==> src/rtl/lrsc_pkg.sv <==
package lrsc_pkg;

    localparam int DATA_W  = 64;
    localparam int CAUSE_W = 4;

    localparam logic [4:0] F5_LOAD_RES  = 5'b00010;
    localparam logic [4:0] F5_STORE_CND = 5'b00011;
    localparam logic [2:0] F3_WORD      = 3'b010;
    localparam logic [2:0] F3_DWORD     = 3'b011;

    localparam logic [CAUSE_W-1:0] CAUSE_ILLEGAL  = 4'd2;
    localparam logic [CAUSE_W-1:0] CAUSE_LD_MISAL = 4'd4;
    localparam logic [CAUSE_W-1:0] CAUSE_LD_FAULT = 4'd5;
    localparam logic [CAUSE_W-1:0] CAUSE_ST_MISAL = 4'd6;
    localparam logic [CAUSE_W-1:0] CAUSE_ST_FAULT = 4'd7;

    typedef enum logic [1:0] {
        ST_IDLE,
        ST_RD_REQ,
        ST_RD_WAIT,
        ST_WR_REQ
    } state_e;

    typedef enum logic [1:0] {
        ACT_EXC,
        ACT_READ,
        ACT_FAIL,
        ACT_WRITE
    } action_e;

endpackage

==> src/rtl/lrsc_addr_map.sv <==
module lrsc_addr_map
    import lrsc_pkg::*;
#(
    parameter logic [DATA_W-1:0] RAM_BASE   = 64'h0000_0000_8000_0000,
    parameter int unsigned       RAM_BYTES  = 4096,
    parameter int unsigned       GRAN_BYTES = 64,
    localparam int RAM_AW   = $clog2(RAM_BYTES),
    localparam int GRAN_LSB = $clog2(GRAN_BYTES),
    localparam int IDX_W    = RAM_AW - GRAN_LSB
) (
    input  logic [DATA_W-1:0] addr,
    output logic              in_ram,
    output logic [IDX_W-1:0]  gran
);

    logic [DATA_W-1:0] rel;

    always_comb begin
        rel    = addr - RAM_BASE;
        in_ram = (addr >= RAM_BASE) && (rel < DATA_W'(RAM_BYTES));
        gran   = rel[RAM_AW-1:GRAN_LSB];
    end

endmodule

==> src/rtl/lrsc_decode.sv <==
module lrsc_decode
    import lrsc_pkg::*;
(
    input  logic [4:0]         funct5,
    input  logic [2:0]         funct3,
    input  logic [4:0]         rs2_idx,
    input  logic [2:0]         addr_lo,
    input  logic               in_ram,
    input  logic               resv_live,
    input  logic               gran_match,
    output action_e            act,
    output logic [CAUSE_W-1:0] cause,
    output logic               tval_addr,
    output logic               is_dword,
    output logic               resv_clr,
    output logic               resv_set
);

    logic is_lr;
    logic is_sc;
    logic width_ok;
    logic misal;
    logic legal;

    always_comb begin
        is_lr    = (funct5 == F5_LOAD_RES);
        is_sc    = (funct5 == F5_STORE_CND);
        is_dword = (funct3 == F3_DWORD);
        width_ok = (funct3 == F3_WORD) || is_dword;
        misal    = is_dword ? (addr_lo != 3'b000) : (addr_lo[1:0] != 2'b00);
        legal    = width_ok && ((is_lr && (rs2_idx == 5'd0)) || is_sc);

        act       = ACT_EXC;
        cause     = CAUSE_ILLEGAL;
        tval_addr = 1'b0;
        resv_clr  = 1'b0;
        resv_set  = 1'b0;

        if (legal && is_lr) begin
            resv_clr  = 1'b1;
            tval_addr = 1'b1;
            if (misal) begin
                cause = CAUSE_LD_MISAL;
            end else if (!in_ram) begin
                cause = CAUSE_LD_FAULT;
            end else begin
                act      = ACT_READ;
                resv_set = 1'b1;
            end
        end else if (legal && is_sc) begin
            tval_addr = 1'b1;
            if (!resv_live) begin
                act      = ACT_FAIL;
                resv_clr = 1'b1;
            end else if (misal) begin
                cause = CAUSE_ST_MISAL;
            end else if (!in_ram) begin
                cause = CAUSE_ST_FAULT;
            end else if (!gran_match) begin
                act      = ACT_FAIL;
                resv_clr = 1'b1;
            end else begin
                act      = ACT_WRITE;
                resv_clr = 1'b1;
            end
        end
    end

endmodule

==> src/rtl/lrsc_resv.sv <==
module lrsc_resv #(
    parameter int IDX_W = 6
) (
    input  logic             clk,
    input  logic             rst_n,
    input  logic             clr_i,
    input  logic             set_i,
    input  logic [IDX_W-1:0] set_idx,
    input  logic             snoop_hit,
    input  logic [IDX_W-1:0] snoop_idx,
    output logic             live_o,
    output logic [IDX_W-1:0] tag_o
);

    typedef struct packed {
        logic             valid;
        logic [IDX_W-1:0] tag;
    } resv_t;

    resv_t cur_q;
    resv_t nxt_d;
    logic  kill_old;
    logic  kill_new;

    always_comb begin
        kill_old = snoop_hit && (snoop_idx == cur_q.tag);
        kill_new = snoop_hit && (snoop_idx == set_idx);
        live_o   = cur_q.valid && !kill_old;
        tag_o    = cur_q.tag;

        nxt_d       = cur_q;
        nxt_d.valid = live_o;
        if (clr_i) begin
            nxt_d.valid = 1'b0;
        end
        if (set_i) begin
            nxt_d.tag   = set_idx;
            nxt_d.valid = !kill_new;
        end
    end

    always_ff @(posedge clk or negedge rst_n) begin
        if (!rst_n) begin
            cur_q <= '0;
        end else begin
            cur_q <= nxt_d;
        end
    end

    AST_SNOOP_KILLS: assert property (@(posedge clk) disable iff (!rst_n)
        (snoop_hit && (snoop_idx == cur_q.tag) && !set_i) |=> !cur_q.valid);

    AST_CLEAR_TAKES: assert property (@(posedge clk) disable iff (!rst_n)
        (clr_i && !set_i) |=> !cur_q.valid);

    AST_SET_TAG: assert property (@(posedge clk) disable iff (!rst_n)
        set_i |=> (cur_q.tag == $past(set_idx)));

endmodule

==> src/rtl/lrsc_unit.sv <==
module lrsc_unit
    import lrsc_pkg::*;
#(
    parameter logic [DATA_W-1:0] RAM_BASE   = 64'h0000_0000_8000_0000,
    parameter int unsigned       RAM_BYTES  = 4096,
    parameter int unsigned       GRAN_BYTES = 64,
    localparam int IDX_W = $clog2(RAM_BYTES) - $clog2(GRAN_BYTES),
    localparam int HALF_W = DATA_W / 2
) (
    input  logic               clk,
    input  logic               rst_n,
    input  logic               op_valid,
    input  logic [4:0]         op_funct5,
    input  logic [2:0]         op_funct3,
    input  logic [4:0]         op_rs2_idx,
    input  logic [DATA_W-1:0]  op_addr,
    input  logic [DATA_W-1:0]  op_wdata,
    output logic               mem_req_valid,
    input  logic               mem_req_ready,
    output logic               mem_req_write,
    output logic               mem_req_dword,
    output logic [DATA_W-1:0]  mem_req_addr,
    output logic [DATA_W-1:0]  mem_req_wdata,
    input  logic               mem_rsp_valid,
    input  logic [DATA_W-1:0]  mem_rsp_rdata,
    input  logic               snoop_valid,
    input  logic [DATA_W-1:0]  snoop_addr,
    output logic               rd_we,
    output logic [DATA_W-1:0]  rd_wdata,
    output logic               exc_valid,
    output logic [CAUSE_W-1:0] exc_cause,
    output logic [DATA_W-1:0]  exc_tval,
    output logic               done
);

    typedef struct packed {
        state_e              state;
        logic                rd_we;
        logic [DATA_W-1:0]   rd_wdata;
        logic                exc_valid;
        logic [CAUSE_W-1:0]  exc_cause;
        logic [DATA_W-1:0]   exc_tval;
        logic                done;
        logic                dword;
        logic [DATA_W-1:0]   addr;
        logic [DATA_W-1:0]   wdata;
    } ctl_t;

    ctl_t ctl_q;
    ctl_t ctl_d;

    logic               op_in_ram;
    logic [IDX_W-1:0]   op_gran;
    logic               snp_in_ram;
    logic [IDX_W-1:0]   snp_gran;
    logic               snp_hit;
    logic               resv_live;
    logic [IDX_W-1:0]   resv_tag;
    action_e            dec_act;
    logic [CAUSE_W-1:0] dec_cause;
    logic               dec_tval_addr;
    logic               dec_dword;
    logic               dec_clr;
    logic               dec_set;
    logic               accept;

    lrsc_addr_map #(
        .RAM_BASE   (RAM_BASE),
        .RAM_BYTES  (RAM_BYTES),
        .GRAN_BYTES (GRAN_BYTES)
    ) u_op_map (
        .addr   (op_addr),
        .in_ram (op_in_ram),
        .gran   (op_gran)
    );

    lrsc_addr_map #(
        .RAM_BASE   (RAM_BASE),
        .RAM_BYTES  (RAM_BYTES),
        .GRAN_BYTES (GRAN_BYTES)
    ) u_snoop_map (
        .addr   (snoop_addr),
        .in_ram (snp_in_ram),
        .gran   (snp_gran)
    );

    assign snp_hit = snoop_valid && snp_in_ram;
    assign accept  = op_valid && (ctl_q.state == ST_IDLE);

    lrsc_decode u_decode (
        .funct5     (op_funct5),
        .funct3     (op_funct3),
        .rs2_idx    (op_rs2_idx),
        .addr_lo    (op_addr[2:0]),
        .in_ram     (op_in_ram),
        .resv_live  (resv_live),
        .gran_match (op_gran == resv_tag),
        .act        (dec_act),
        .cause      (dec_cause),
        .tval_addr  (dec_tval_addr),
        .is_dword   (dec_dword),
        .resv_clr   (dec_clr),
        .resv_set   (dec_set)
    );

    lrsc_resv #(
        .IDX_W (IDX_W)
    ) u_resv (
        .clk       (clk),
        .rst_n     (rst_n),
        .clr_i     (accept && dec_clr),
        .set_i     (accept && dec_set),
        .set_idx   (op_gran),
        .snoop_hit (snp_hit),
        .snoop_idx (snp_gran),
        .live_o    (resv_live),
        .tag_o     (resv_tag)
    );

    always_comb begin
        ctl_d           = ctl_q;
        ctl_d.rd_we     = 1'b0;
        ctl_d.exc_valid = 1'b0;
        ctl_d.done      = 1'b0;

        unique case (ctl_q.state)
            ST_IDLE: begin
                if (op_valid) begin
                    ctl_d.addr  = op_addr;
                    ctl_d.dword = dec_dword;
                    ctl_d.wdata = dec_dword ? op_wdata
                                            : {{HALF_W{1'b0}}, op_wdata[HALF_W-1:0]};
                    unique case (dec_act)
                        ACT_EXC: begin
                            ctl_d.exc_valid = 1'b1;
                            ctl_d.exc_cause = dec_cause;
                            ctl_d.exc_tval  = dec_tval_addr ? op_addr : '0;
                        end
                        ACT_FAIL: begin
                            ctl_d.rd_we    = 1'b1;
                            ctl_d.rd_wdata = DATA_W'(1);
                            ctl_d.done     = 1'b1;
                        end
                        ACT_READ:  ctl_d.state = ST_RD_REQ;
                        ACT_WRITE: ctl_d.state = ST_WR_REQ;
                        default:   ctl_d.state = ST_IDLE;
                    endcase
                end
            end
            ST_RD_REQ: begin
                if (mem_req_ready) begin
                    ctl_d.state = ST_RD_WAIT;
                end
            end
            ST_RD_WAIT: begin
                if (mem_rsp_valid) begin
                    ctl_d.state    = ST_IDLE;
                    ctl_d.rd_we    = 1'b1;
                    ctl_d.done     = 1'b1;
                    ctl_d.rd_wdata = ctl_q.dword ? mem_rsp_rdata
                        : {{HALF_W{mem_rsp_rdata[HALF_W-1]}}, mem_rsp_rdata[HALF_W-1:0]};
                end
            end
            ST_WR_REQ: begin
                if (mem_req_ready) begin
                    ctl_d.state    = ST_IDLE;
                    ctl_d.rd_we    = 1'b1;
                    ctl_d.rd_wdata = '0;
                    ctl_d.done     = 1'b1;
                end
            end
            default: ctl_d.state = ST_IDLE;
        endcase
    end

    always_ff @(posedge clk or negedge rst_n) begin
        if (!rst_n) begin
            ctl_q       <= '0;
            ctl_q.state <= ST_IDLE;
        end else begin
            ctl_q <= ctl_d;
        end
    end

    assign mem_req_valid = (ctl_q.state == ST_RD_REQ) || (ctl_q.state == ST_WR_REQ);
    assign mem_req_write = (ctl_q.state == ST_WR_REQ);
    assign mem_req_dword = ctl_q.dword;
    assign mem_req_addr  = ctl_q.addr;
    assign mem_req_wdata = ctl_q.wdata;
    assign rd_we         = ctl_q.rd_we;
    assign rd_wdata      = ctl_q.rd_wdata;
    assign exc_valid     = ctl_q.exc_valid;
    assign exc_cause     = ctl_q.exc_cause;
    assign exc_tval      = ctl_q.exc_tval;
    assign done          = ctl_q.done;

    AST_SINGLE_OUTCOME: assert property (@(posedge clk) disable iff (!rst_n)
        !(done && exc_valid));

    AST_REQ_HELD: assert property (@(posedge clk) disable iff (!rst_n)
        (mem_req_valid && !mem_req_ready) |=>
        (mem_req_valid && $stable(mem_req_addr) && $stable(mem_req_wdata)
         && $stable(mem_req_write)));

    AST_FAIL_NO_MEM: assert property (@(posedge clk) disable iff (!rst_n)
        (accept && dec_act == ACT_FAIL) |=>
        (!mem_req_valid && rd_we && rd_wdata == DATA_W'(1)));

    AST_EXC_NO_MEM: assert property (@(posedge clk) disable iff (!rst_n)
        (accept && dec_act == ACT_EXC) |=> (exc_valid && !mem_req_valid));

    AST_WORD_UPPER_ZERO: assert property (@(posedge clk) disable iff (!rst_n)
        (mem_req_valid && mem_req_write && !mem_req_dword) |->
        (mem_req_wdata[DATA_W-1:HALF_W] == '0));

endmodule

==> config.mk <==
export PLATFORM = sky130hd
export DESIGN_NAME = lrsc_unit
export DESIGN_NICKNAME = d
export VERILOG_FILES = /design/src/rtl/lrsc_pkg.sv /design/src/rtl/lrsc_addr_map.sv /design/src/rtl/lrsc_decode.sv /design/src/rtl/lrsc_resv.sv /design/src/rtl/lrsc_unit.sv
export SDC_FILE = /design/constraint.sdc
export NUM_CORES = 1
export LEC_CHECK = 0
export BUFFER_PORTS_ARGS = -buffer_cell sky130_fd_sc_hd__buf_2
export CELL_PAD_IN_SITES_DETAIL_PLACEMENT = 1
export CELL_PAD_IN_SITES_GLOBAL_PLACEMENT = 1
export CORE_AREA = 2 2 213 215
export DETAILED_ROUTE_END_ITERATION = 8
export DIE_AREA = 0 0 215 217
export PLACE_DENSITY_LB_ADDON = 0.1
export SKIP_CTS_REPAIR_TIMING = 1
export SYNTH_ARGS = -nofsm -noshare
export SYNTH_HDL_FRONTEND = slang
export SYNTH_SLANG_ARGS = --single-unit
==> constraint.sdc <==
create_clock -name clk -period 4.9 [get_ports clk]
set_input_delay 0 -clock clk [delete_from_list [all_inputs] [get_ports clk]]
set_output_delay 0 -clock clk [all_outputs]
set_load 0.01 [all_outputs]
After elaboration in Yosys (flattened, before gate mapping) --
Index checks and enable logic that the tools add are counted. W data, S select, Z words.
Word-level totals: output and inout bits 266, logic and storage cells 108, flip-flop bits (word level) 273
Cells by class: mux-type cells 43, magnitude comparators 4, add/sub/neg operators 2, reduce and logical (&&, ||, !) cells 28, eq/ne operators 19
Operators with widths (number):
- $mux W266 | 1
- $pmux W65 S3 | 1
- $mux W64 | 3
- $mux W69 | 2
- $mux W67 | 2
- $ge A64 B32 Y1 const B | 2
- $lt A64 B13 Y1 const B | 2
- $sub A64 B32 Y64 const B | 2
- $mux W65 | 1
- $mux W4 | 5
- $eq A6 B6 Y1 | 3
- $mux W1 | 15
- $mux W2 | 7
- $logic_and A1 B1 Y1 | 13
- $eq A5 B2 Y1 const B | 2
- $reduce_and A5 Y1 | 2
- $eq A2 B2 Y1 const B | 4
- $ne A2 B2 Y1 const B | 4
- $pmux W2 S4 | 1
- $mux W7 | 1
- $eq A3 B2 Y1 const B | 2
- $mux W3 | 2
- $reduce_bool A3 Y1 | 2
- $logic_not A5 Y1 | 1
- 11 further kinds | 16

Logic depth before layout (Yosys ltp) --
Gate-level depths: netlist of run 1.
word-level depth 14, gate-level depth with buffers 12

Modules after synthesis --
A second synthesis of run 1 with hierarchy kept.
Unflattened totals: cells, all modules 1551, area total of the unflattened synthesis 14431.3 um^2
Modules (own cells, without submodules):
- lrsc_unit | cells each 1309, area an instance 12538.3 um^2, times used 1
- lrsc_addr_map | cells each 89, area an instance 626.9 um^2, times used 2
- lrsc_resv | cells each 38, area an instance 446.7 um^2, times used 1
- lrsc_decode | cells each 26, area an instance 192.7 um^2, times used 1

Least setup slack after synthesis of run 1 --
Ideal clock, no wire load.
kind in2reg, start point input port snoop_addr[51], end point register ctl_q, in the netlist exc_tval[44], stages on the path 10, setup time 0.066 ns, required time 4.834 ns, path buffers 2, path slack 1.997 ns, arrival time 2.837 ns, cell sequence or4_1 nor4_1 or4b_1 xnor2_1 nor4_1 a21oi_1 o221ai_2 buf_4 buf_6 a22o_1
On the way: cells in the longest elaborated chain, start to end 12, elaborated cells between the ends (all ways) 13, those cells by class add/sub (1); order compare (2); mux (3); reduce/logical (7)
Ends and longest elaborated chain:
- start: declaration | RTL line lrsc_unit.sv:27 | input logic [DATA_W-1:0] snoop_addr,
- $sub A64 B32 Y64 | RTL line lrsc_addr_map.sv:19 | rel = addr - RAM_BASE;
- $lt A64 B13 Y1 | RTL line lrsc_addr_map.sv:20 | in_ram = (addr >= RAM_BASE) && (rel < DATA_W'(RAM_BYTES));
- $logic_and A1 B1 Y1 (*) | RTL line lrsc_addr_map.sv:20
- $logic_and A1 B1 Y1 (*) | RTL line lrsc_unit.sv:87 | assign snp_hit = snoop_valid && snp_in_ram;
- $logic_and A1 B1 Y1 (*) | RTL line lrsc_resv.sv:26 | kill_old = snoop_hit && (snoop_idx == cur_q.tag);
- $logic_not A1 Y1 (*) | RTL line lrsc_resv.sv:28 | live_o = cur_q.valid && !kill_old;
- $logic_and A1 B1 Y1 (*) | RTL line lrsc_resv.sv:28
- $mux W2 (*) | RTL line lrsc_decode.sv:52 | if (!resv_live) begin
- $mux W2 (*) | RTL line lrsc_decode.sv:50 | end else if (legal && is_sc) begin
- $mux W2 (*) | RTL line lrsc_decode.sv:39 | if (legal && is_lr) begin
- $logic_not A2 Y1 (*) | RTL line lrsc_unit.sv:133 | unique case (dec_act)
- $reduce_and A3 Y1 (no line) (*)
- end signal: assignment | RTL line lrsc_unit.sv:181 | ctl_q <= ctl_d;
- end: declaration | RTL line lrsc_unit.sv:49 | ctl_t ctl_q;
Every way passes the cells marked *; elsewhere a longest branch is shown, timed or not. A chain may end at the register's enable or synchronous reset.

Final worst setup path of run 1 --
start point input port op_addr[38], end point register ctl_q, in the netlist exc_tval[60]
On the way: cells in the longest elaborated chain, start to end 10, elaborated cells between the ends (all ways) 13, those cells by class add/sub (1); order compare (2); mux (7); reduce/logical (3)
Ends and longest elaborated chain:
- start: declaration | RTL line lrsc_unit.sv:16 | input logic [DATA_W-1:0] op_addr,
- $sub A64 B32 Y64 | RTL line lrsc_addr_map.sv:19
- $lt A64 B13 Y1 | RTL line lrsc_addr_map.sv:20
- $logic_and A1 B1 Y1 (*) | RTL line lrsc_addr_map.sv:20
- $mux W2 | RTL line lrsc_decode.sv:57 | end else if (!in_ram) begin
- $mux W2 | RTL line lrsc_decode.sv:55 | end else if (misal) begin
- $mux W2 | RTL line lrsc_decode.sv:52
- $mux W2 | RTL line lrsc_decode.sv:50
- $mux W2 (*) | RTL line lrsc_decode.sv:39
- $logic_not A2 Y1 (*) | RTL line lrsc_unit.sv:133
- $reduce_and A3 Y1 (no line) (*)
Marks and branches as above.

==> impl_summary.txt, run 1 <==
----------------------------------------------------
[Run status]
  Result of the run ... finished clean

[Power]
  Internal ... around 4.3 mW
  Largest vdd supply drop ... 0.0001872 V
  P_leak ... just over 9 nW
  Final Power ... approximately 5.8 mW
  P_sw ... approximately 1.4 mW
  Pwr/cell area ... between 300 and 400 nW/µm²
  Comb power frac ... about 12%
  Switching share of power ... between 20% and 30%
  Relative contribution of the clock network to total power ... 46.5%
  Register share of total power ... 41.1%

[Timing]
  Maximum clock skew at final layout ... slightly above 0.007 ns
  Number of failing setup endpoints in the final timing report ... 0
  Number of endpoints with negative hold slack in the final report ... 0
  Fmax achieved ... ~0.28 GHz
  Final min period ... 3.534 ns
  Final period util ... between 70% and 80%
  Slew Viols, Final ... 0
  Crit path setup slack, layout ... approximately 1.4 ns
  Pin slew with the least headroom to its limit ... between 1 and 1.5 ns
  RSZ-0062 raised after global routing ... no
  Max-slew headroom at the worst pin ... between 30% and 40%
  Setup Total Neg Slack ... 0 ns

[Clocking]
  Register clock-pin slew on the reported worst setup and hold paths ... roughly 0.050 ns
  Sinks on Clock Net ... 271
  Buffer cell driving the clock tree root ... sky130_fd_sc_hd__clkbuf_16
  CTS buffer count ... 35
  Clk Latency, worst-skew pair ... 0.53 ns
  TritonCTS clock tree ... built
  H-tree depth reported by CTS ... 2
  Maximum buffer depth of the clock tree ... 3

[Hold path]
  Type of the tightest min-delay check ... primary input to register

[Setup path]
  End of the critical path ... exc_tval[60]$_DFFE_PN0P_
  End of the worst register-to-register path ... ctl_q[265]$_DFFE_PN0P_
  Kind of end point of the critical path ... register
  Standard cell with the maximum stage delay on the critical path ... sky130_fd_sc_hd__o221ai_4
  Startpoint-to-endpoint class of the critical path ... primary input to register
  Worst path required time ... between 5 and 6 ns
  Worst-path maximum fanout ... 13
  Crit. Startpoint ... op_addr[38]
  Worst path arrival time ... around 4.0 ns
  Critical Path, Cell by Cell ... dlygate4sd3_1 > buf_2 > or4_4 > or4_1 > o31a_1 > nor4_1 > nand3_2 > o221ai_4 > buf_4 > a22o_1
  Register-to-register path setup slack ... 1.86 ns
  Cell depth of the worst flop-to-flop path ... 8
  Largest stage delay on the critical path ... roughly 0.6 ns
  Reg-to-Reg Start ... u_resv.tag_o[3]$_DFFE_PN0P_
  Launching element type of the critical path ... primary input

[Drt]
  Routed wire per std cell ... between 20 and 25 µm
  Residual DRC count ... 0
  DR vias ... 11.55k
  Starting DRT DRC Count ... about 530
  Via-per-instance ratio ... between 4 and 5
  Final routed wirelength across all metal layers ... 50,970 µm
  Iteration count of the initial detailed-routing pass ... 4
  Remaining antenna violation count after routing ... 0

[Yosys]
  Number of enable-type register cells in the synthesized netlist ... 0
  Net count of the mapped netlist ... around 1.6k
  Cell Area, Synth ... between 10,000 and 15,000 µm²
  Avg Synthesized Cell Area ... 10.20 µm²
  Warning count from the yosys run ... 0
  Synth Register Bits ... about 270
  Synth Flop Type ... sky130_fd_sc_hd__dfrtp_1
  Synth cell types ... 66
  Post-synthesis cell count ... between 1k and 1.5k
  Portion of the post-synthesis area used by sequential elements ... approximately 50%
  Async S/R FF share, synth ... between 90% and 100%

[Die]
  Ports ... about 540
  Die outline width ... about 220 µm
  Chip Height ... approximately 220 µm
  Die Area ... 46,660 µm²
  Core region area ... 44,700 µm²
  Effective utilization at floorplan ... 30.28%
  Placement Rows ... slightly below 80

[Place]
  Cell Area, Placed ... approximately 15,000 µm²
  Worst setup slack before clock tree synthesis ... approximately 1.1 ns
  DP HPWL ... 35,380 µm
  Global placement routability congestion ... a little under 0.8
  Buffers added on ports ... 533

[Final layout]
  Fillers ... 5,148
  Share of cells above drive strength 1 ... a little over a third
  Share of the core filled with cells in the final layout ... roughly two fifths
  Area growth from synthesis to final layout ... 33.55%
  Post-route cell area ... about 18,000 µm²
  Net count of the finished layout ... slightly above 2k

[GRT]
  Pin count of the biggest net entering global routing ... around 140
  Via count of the first global-routing pass ... ~11k
  Initial antenna violation count ... 9
  Wire length of the first global-routing pass ... slightly above 70,000 µm
  Aggregate global-route resource usage ... 20.25%
  Residual overflow from global routing ... 0

[Flow run]
  Max-cap check violation count ... 0

----------------------------------------------------
how the worst min path moves through the flow:
stage                   from                            to  cells after the start
2_1_floorplan          rst_n        ctl_q[264]$_DFFE_PN0P_                      0
3_3_place_gp           rst_n  mem_req_addr[24]$_DFFE_PN0P_                      1
3_5_place_dp           rst_n  mem_req_addr[21]$_DFFE_PN0P_                      1
4_1_cts                rst_n  mem_req_addr[21]$_DFFE_PN0P_                      1
5_1_grt        snoop_addr[9]     u_resv.cur_q[6]$_DFF_PN0_                      5
6_report       snoop_addr[6]     u_resv.cur_q[6]$_DFF_PN0_                      6
placed cells by master (no fill, tap or decap), types with 12 or more instances in the layout:
cell	instances
sky130_fd_sc_hd__nor4_1	35
sky130_fd_sc_hd__o21ai_0	24
sky130_fd_sc_hd__dlygate4sd3_1	198
sky130_fd_sc_hd__a22o_1	142
sky130_fd_sc_hd__a21oi_1	36
sky130_fd_sc_hd__buf_4	17
sky130_fd_sc_hd__nor2_1	17
sky130_fd_sc_hd__nand2_1	228
sky130_fd_sc_hd__o21ai_1	18
sky130_fd_sc_hd__dfrtp_1	271
sky130_fd_sc_hd__xor2_1	14
sky130_fd_sc_hd__buf_2	532
sky130_fd_sc_hd__o22ai_1	32
sky130_fd_sc_hd__clkbuf_16	37
sky130_fd_sc_hd__nor3_1	16
sky130_fd_sc_hd__xnor2_1	12
sky130_fd_sc_hd__nand4_1	19
kinds of logic (layout without fill, tap and decap cells):
kind of cell	count (synthesis)	in the layout	synth area share (%)
AOI/OAI and AO/OA	295	295	16.22
xor gates and xnor gates	26	26	1.682
adders and majority gates	2	2	0.1848
buffers and inverters	345	819	17.60
DFF	271	271	50.10
muxes	7	7	0.7488
other	1	6	0.02770
and+or+nand+nor	380	380	13.43
state kept, by name, summed over array words and instances, names as in the netlist:
| name | flops |
|---|---|
| u_resv.tag_o | 6 |
| exc_cause | 3 |
| exc_tval | 64 |
| ctl_q | 2 |
| exc_valid | 1 |
| mem_req_addr | 64 |
| rd_wdata | 64 |
| done | 1 |
| u_resv.cur_q | 1 |
| mem_req_dword | 1 |
| mem_req_wdata | 64 |
power by group through the flow:
stage          sequential [mW]  combinational, mW  clock (mW)
2_1_floorplan             2.39              0.338           0
3_3_place_gp              2.40              0.586           0
3_5_place_dp              2.40              0.594           0
4_1_cts                   2.36              0.594        2.77
5_1_grt                   2.38              0.776        2.88
6_report                  2.37              0.714        2.68
cell usage after synthesis, types with 8 or more instances:
library cell,n,area share [%]
sky130_fd_sc_hd__clkbuf_1,49,1.4
sky130_fd_sc_hd__o21ai_0,24,0.89
sky130_fd_sc_hd__o22ai_1,32,1.5
sky130_fd_sc_hd__or3_1,8,0.37
sky130_fd_sc_hd__dfrtp_1,271,50
sky130_fd_sc_hd__nor2_1,17,0.47
sky130_fd_sc_hd__nor4_1,35,1.6
sky130_fd_sc_hd__nor3_1,16,0.59
sky130_fd_sc_hd__xor2_1,14,0.91
sky130_fd_sc_hd__a22o_1,142,9.2
sky130_fd_sc_hd__buf_2,13,0.48
sky130_fd_sc_hd__nand4_1,19,0.88
sky130_fd_sc_hd__or4_1,8,0.44
sky130_fd_sc_hd__buf_6,11,0.92
sky130_fd_sc_hd__a21oi_1,38,1.4
sky130_fd_sc_hd__buf_4,263,15
sky130_fd_sc_hd__xnor2_1,12,0.78
sky130_fd_sc_hd__nand2_1,228,6.3
sky130_fd_sc_hd__o21ai_1,18,0.67
area by class of cell:
cell class	count	area [µm²]	area share, %
Antenna cell	5	12.51	0.06921
Tap cell	600	750.7	4.153
Timing Repair Buffer	753	4887	27.03
Clock buffer	52	1082	5.987
Multi-Input combinational cell	711	4423	24.47
Sequential cell	271	6782	37.51
Inverter	8	30.03	0.1661
Clock inverter	6	110.1	0.6091
per-stage QoR:
stage	std cells	hold WS [ns]
final	2406	0.08550
after global routing	2406	0.1043
after CTS	2203	-0.7286
after detailed placement	2145	-0.1541
after global placement	2145	-0.1540
after floorplan	1327	-0.2956
worst max-delay path, delay by kind of cell:
family	cells	cell delay, ns
and+or+nand+nor	4	1.84
buffers and inverters	3	1.01
AOI/OAI and AO/OA	3	1.14
routing by layer:
metal / GRT usage, % / vias to the layer above / wire (µm)
met2: 33.32 / 378 / 24760
met5: 0 / - / 34
met4: 5.103 / 6 / 1078
met1: 26.14 / 5762 / 21870
met3: 5.954 / 78 / 3216
li1: - / 5327 / -
Power figures use the tool's default switching activity.
==> inputs of run 2 (changes only) <==
CORE_AREA = 2 2 212 214   (was 2 2 213 215)
DIE_AREA = 0 0 214 216   (was 0 0 215 217)
clock period = 3 ns   (was 4.9 ns; I/O delays follow)
==> run 2 against run 1 <==
Hold slack worse by 0.039 ns. Final cell count up 1.4%. Clock skew up 0.011 ns. Critical endpoint is now rd_wdata[46]$_DFFE_PN0P_. Register-to-register slack worse by 1.4 ns. Clock power up 46%. Sequential cell count unchanged.
==> impl_summary.txt, run 2 (synthesized netlist as in run 1, its figures left out) <==
----------------------------------------------------
[Clocking]
  CTS buffer count ... 34 (-2.9%)
  TritonCTS clock tree ... built
  H-tree depth reported by CTS ... 2 (unchanged)
  Sinks on Clock Net ... 271 (unchanged)
  Maximum buffer depth of the clock tree ... 3 (unchanged)
  Buffer cell driving the clock tree root ... sky130_fd_sc_hd__clkbuf_16
  Clk Latency, worst-skew pair ... 0.53 ns (about the same)
  Register clock-pin slew on the reported worst setup and hold paths ... 0.06 ns (about the same)

[Final layout]
  Top library cells by usage in the layout, fill and taps aside ... sky130_fd_sc_hd__buf_2 (532), sky130_fd_sc_hd__dfrtp_1 (271), sky130_fd_sc_hd__nand2_1 (228)
  Fillers ... 4,987 (-3.1%)
  Area growth from synthesis to final layout ... 35.64%
  Net count of the finished layout ... 2,102 (+2.2%)
  Share of cells above drive strength 1 ... 36.42% (+1.4 points)
  Most common library cell in the layout ignoring fill and taps ... sky130_fd_sc_hd__buf_2
  Share of the core filled with cells in the final layout ... 41.88% (+1.4 points)

[Hold path]
  Cell depth of the worst min-delay path ... 4 (-2)
  Type of the tightest min-delay check ... primary input to register

[Setup path]
  Startpoint-to-endpoint class of the critical path ... primary input to register
  Worst path required time ... 3.39 ns (-1.98 ns)
  Launching element type of the critical path ... primary input
  Cell depth of the worst flop-to-flop path ... 8 (unchanged)
  Standard cell with the maximum stage delay on the critical path ... sky130_fd_sc_hd__or4_1
  Critical Path, Cell by Cell ... dlygate4sd3_1 > buf_2 > or4_1 > or4_4 > a311oi_2 > nand4_1 > a21o_1 > a21oi_4 > buf_12 > buf_12 > o22ai_1
  Critical path's most frequent cell ... sky130_fd_sc_hd__buf_12
  Kind of end point of the critical path ... register
  Worst path arrival time ... 3.21 ns (-0.79 ns)
  Worst-path maximum fanout ... 22 (+9)
  Largest stage delay on the critical path ... 0.66 ns (+0.06 ns)
  Register-to-register path setup slack ... 0.50 ns (-1.36 ns)

[Power]
  Largest vdd supply drop ... 0.0002956 V (+58%)
  Switching share of power ... 25.37% (+0.49 points)
  Final Power ... 8.973 mW (+56%)
  Register share of total power ... 43.1% (+2.0 points)
  P_sw ... 2.276 mW (+59%)
  Comb power frac ... 13.2% (+0.8 points)
  Relative contribution of the clock network to total power ... 43.7% (-2.8 points)
  Internal ... 6.697 mW (+55%)
  Pwr/cell area ... 488.8 nW/µm² (+53%)
  P_leak ... 9.382 nW (+2.1%)

[Drt]
  Iteration count of the initial detailed-routing pass ... 4 (unchanged)
  Final routed wirelength across all metal layers ... 50,270 µm (-1.4%)
  DR vias ... 11.74k (+1.7%)
  Starting DRT DRC Count ... 630 (+20%)
  Residual DRC count ... 0 (unchanged)
  Routed wire per std cell ... 20.60 µm (-2.7%)
  Via-per-instance ratio ... 4.813 (+0.25%)
  Remaining antenna violation count after routing ... 0 (unchanged)

[Flow run]
  Max-cap check violation count ... 0 (unchanged)

[GRT]
  Initial antenna violation count ... 6 (-3)
  Pin count of the biggest net entering global routing ... 81 (-40%)
  Via count of the first global-routing pass ... 11.48k (+2.2%)
  Aggregate global-route resource usage ... 20.51% (+0.27 points)
  Residual overflow from global routing ... 0 (unchanged)
  Wire length of the first global-routing pass ... 73,160 µm (+0.85%)

[Timing]
  Number of endpoints with negative hold slack in the final report ... 0 (unchanged)
  Pin slew with the least headroom to its limit ... 0.8697 ns (-0.1383 ns)
  RSZ-0062 raised after global routing ... no
  Slew Viols, Final ... 0 (unchanged)
  Maximum clock skew at final layout ... 0.01825 ns (+0.01120 ns)
  Final period util ... about 94%
  Final min period ... between 2 and 3 ns
  Fmax achieved ... approximately 0.35 GHz
  Max-slew headroom at the worst pin ... 42.02% (+9.4 points)
  Number of failing setup endpoints in the final timing report ... 0 (unchanged)
  Hold slack final ... 0.04674 ns (-0.03876 ns)

[Place]
  Global placement routability congestion ... 0.8353 (+6.1%)
  Buffers added on ports ... 533 (unchanged)
  DP HPWL ... 35,720 µm (+0.97%)

[Run status]
  Result of the run ... finished clean

[Die]
  Effective utilization at floorplan ... 30.88% (+0.60 points)
  Placement Rows ... 77 (-1.3%)
  Core region area ... 43,840 µm² (-1.9%)
  Chip Height ... 216 µm (-0.46%)
  Die outline width ... 214 µm (-0.47%)
  Ports ... 541 (unchanged)
  Die Area ... 46,220 µm² (-0.92%)

----------------------------------------------------
[run 2: final cells by class]
| cell class | count | area [µm²] | share of cell area (%) |
|---|---|---|---|
| multi-input cells | 711 | 4423 | 24.09 |
| well taps | 592 | 740.7 | 4.035 |
| inverters | 8 | 30.03 | 0.1636 |
| flip-flops and latches | 271 | 6782 | 36.94 |
| clock inverters | 8 | 68.82 | 0.3748 |
| repair buffers | 799 | 5333 | 29.05 |
| clock buffers | 48 | 974.7 | 5.309 |
| diodes | 3 | 7.507 | 0.04089 |
[run 2: worst paths after layout]
kind                                        startpoint                       endpoint
max reg2reg                u_resv.tag_o[3]$_DFFE_PN0P_       exc_tval[25]$_DFFE_PN0P_
min                                       op_funct5[0]         ctl_q[265]$_DFFE_PN0P_
min in group asynchronous                        rst_n       rd_wdata[17]$_DFFE_PN0P_
max in group asynchronous                        rst_n  mem_req_wdata[51]$_DFFE_PN0P_
min reg2reg                mem_req_addr[8]$_DFFE_PN0P_    mem_req_addr[8]$_DFFE_PN0P_
max                                        op_addr[43]       rd_wdata[46]$_DFFE_PN0P_
[run 2: metrics by stage]
stage               setup TNS (ns)  std cells  instance area (µm²)  worst slack (ns)
CTS                              0       2239                16370            0.2896
global route                     0       2440                18360           0.03802
global placement            -25.14       2183                15330           -0.2194
floorplan                        0       1327                13540           0.09672
detailed placement          -32.16       2183                15330           -0.2702
finish                           0       2440                18360            0.1736
[run 2: layer usage]
layer	GRT usage (%)	vias up	wire, µm
li1	-	5426	-
met1	26.12	5841	21450
met2	33.60	387	24380
met3	5.920	83	2976
met4	6.434	6	1418
met5	0	-	41
[run 2: worst max-delay path: cells and delay by family]
family	cells	cell delay (ns)
buffers and inverters	4	1.06
and+or+nand+nor	3	1.40
AOI/OAI and AO/OA	4	0.73
[run 2: power groups by stage]
| stage | registers [mW] | logic (mW) | clock network [mW] |
|---|---|---|---|
| 2_1_floorplan | 3.91 | 0.551 | 0 |
| 3_3_place_gp | 3.93 | 0.981 | 0 |
| 3_5_place_dp | 3.93 | 0.992 | 0 |
| 4_1_cts | 3.87 | 0.994 | 4.07 |
| 5_1_grt | 3.88 | 1.30 | 4.21 |
| 6_report | 3.87 | 1.19 | 3.92 |
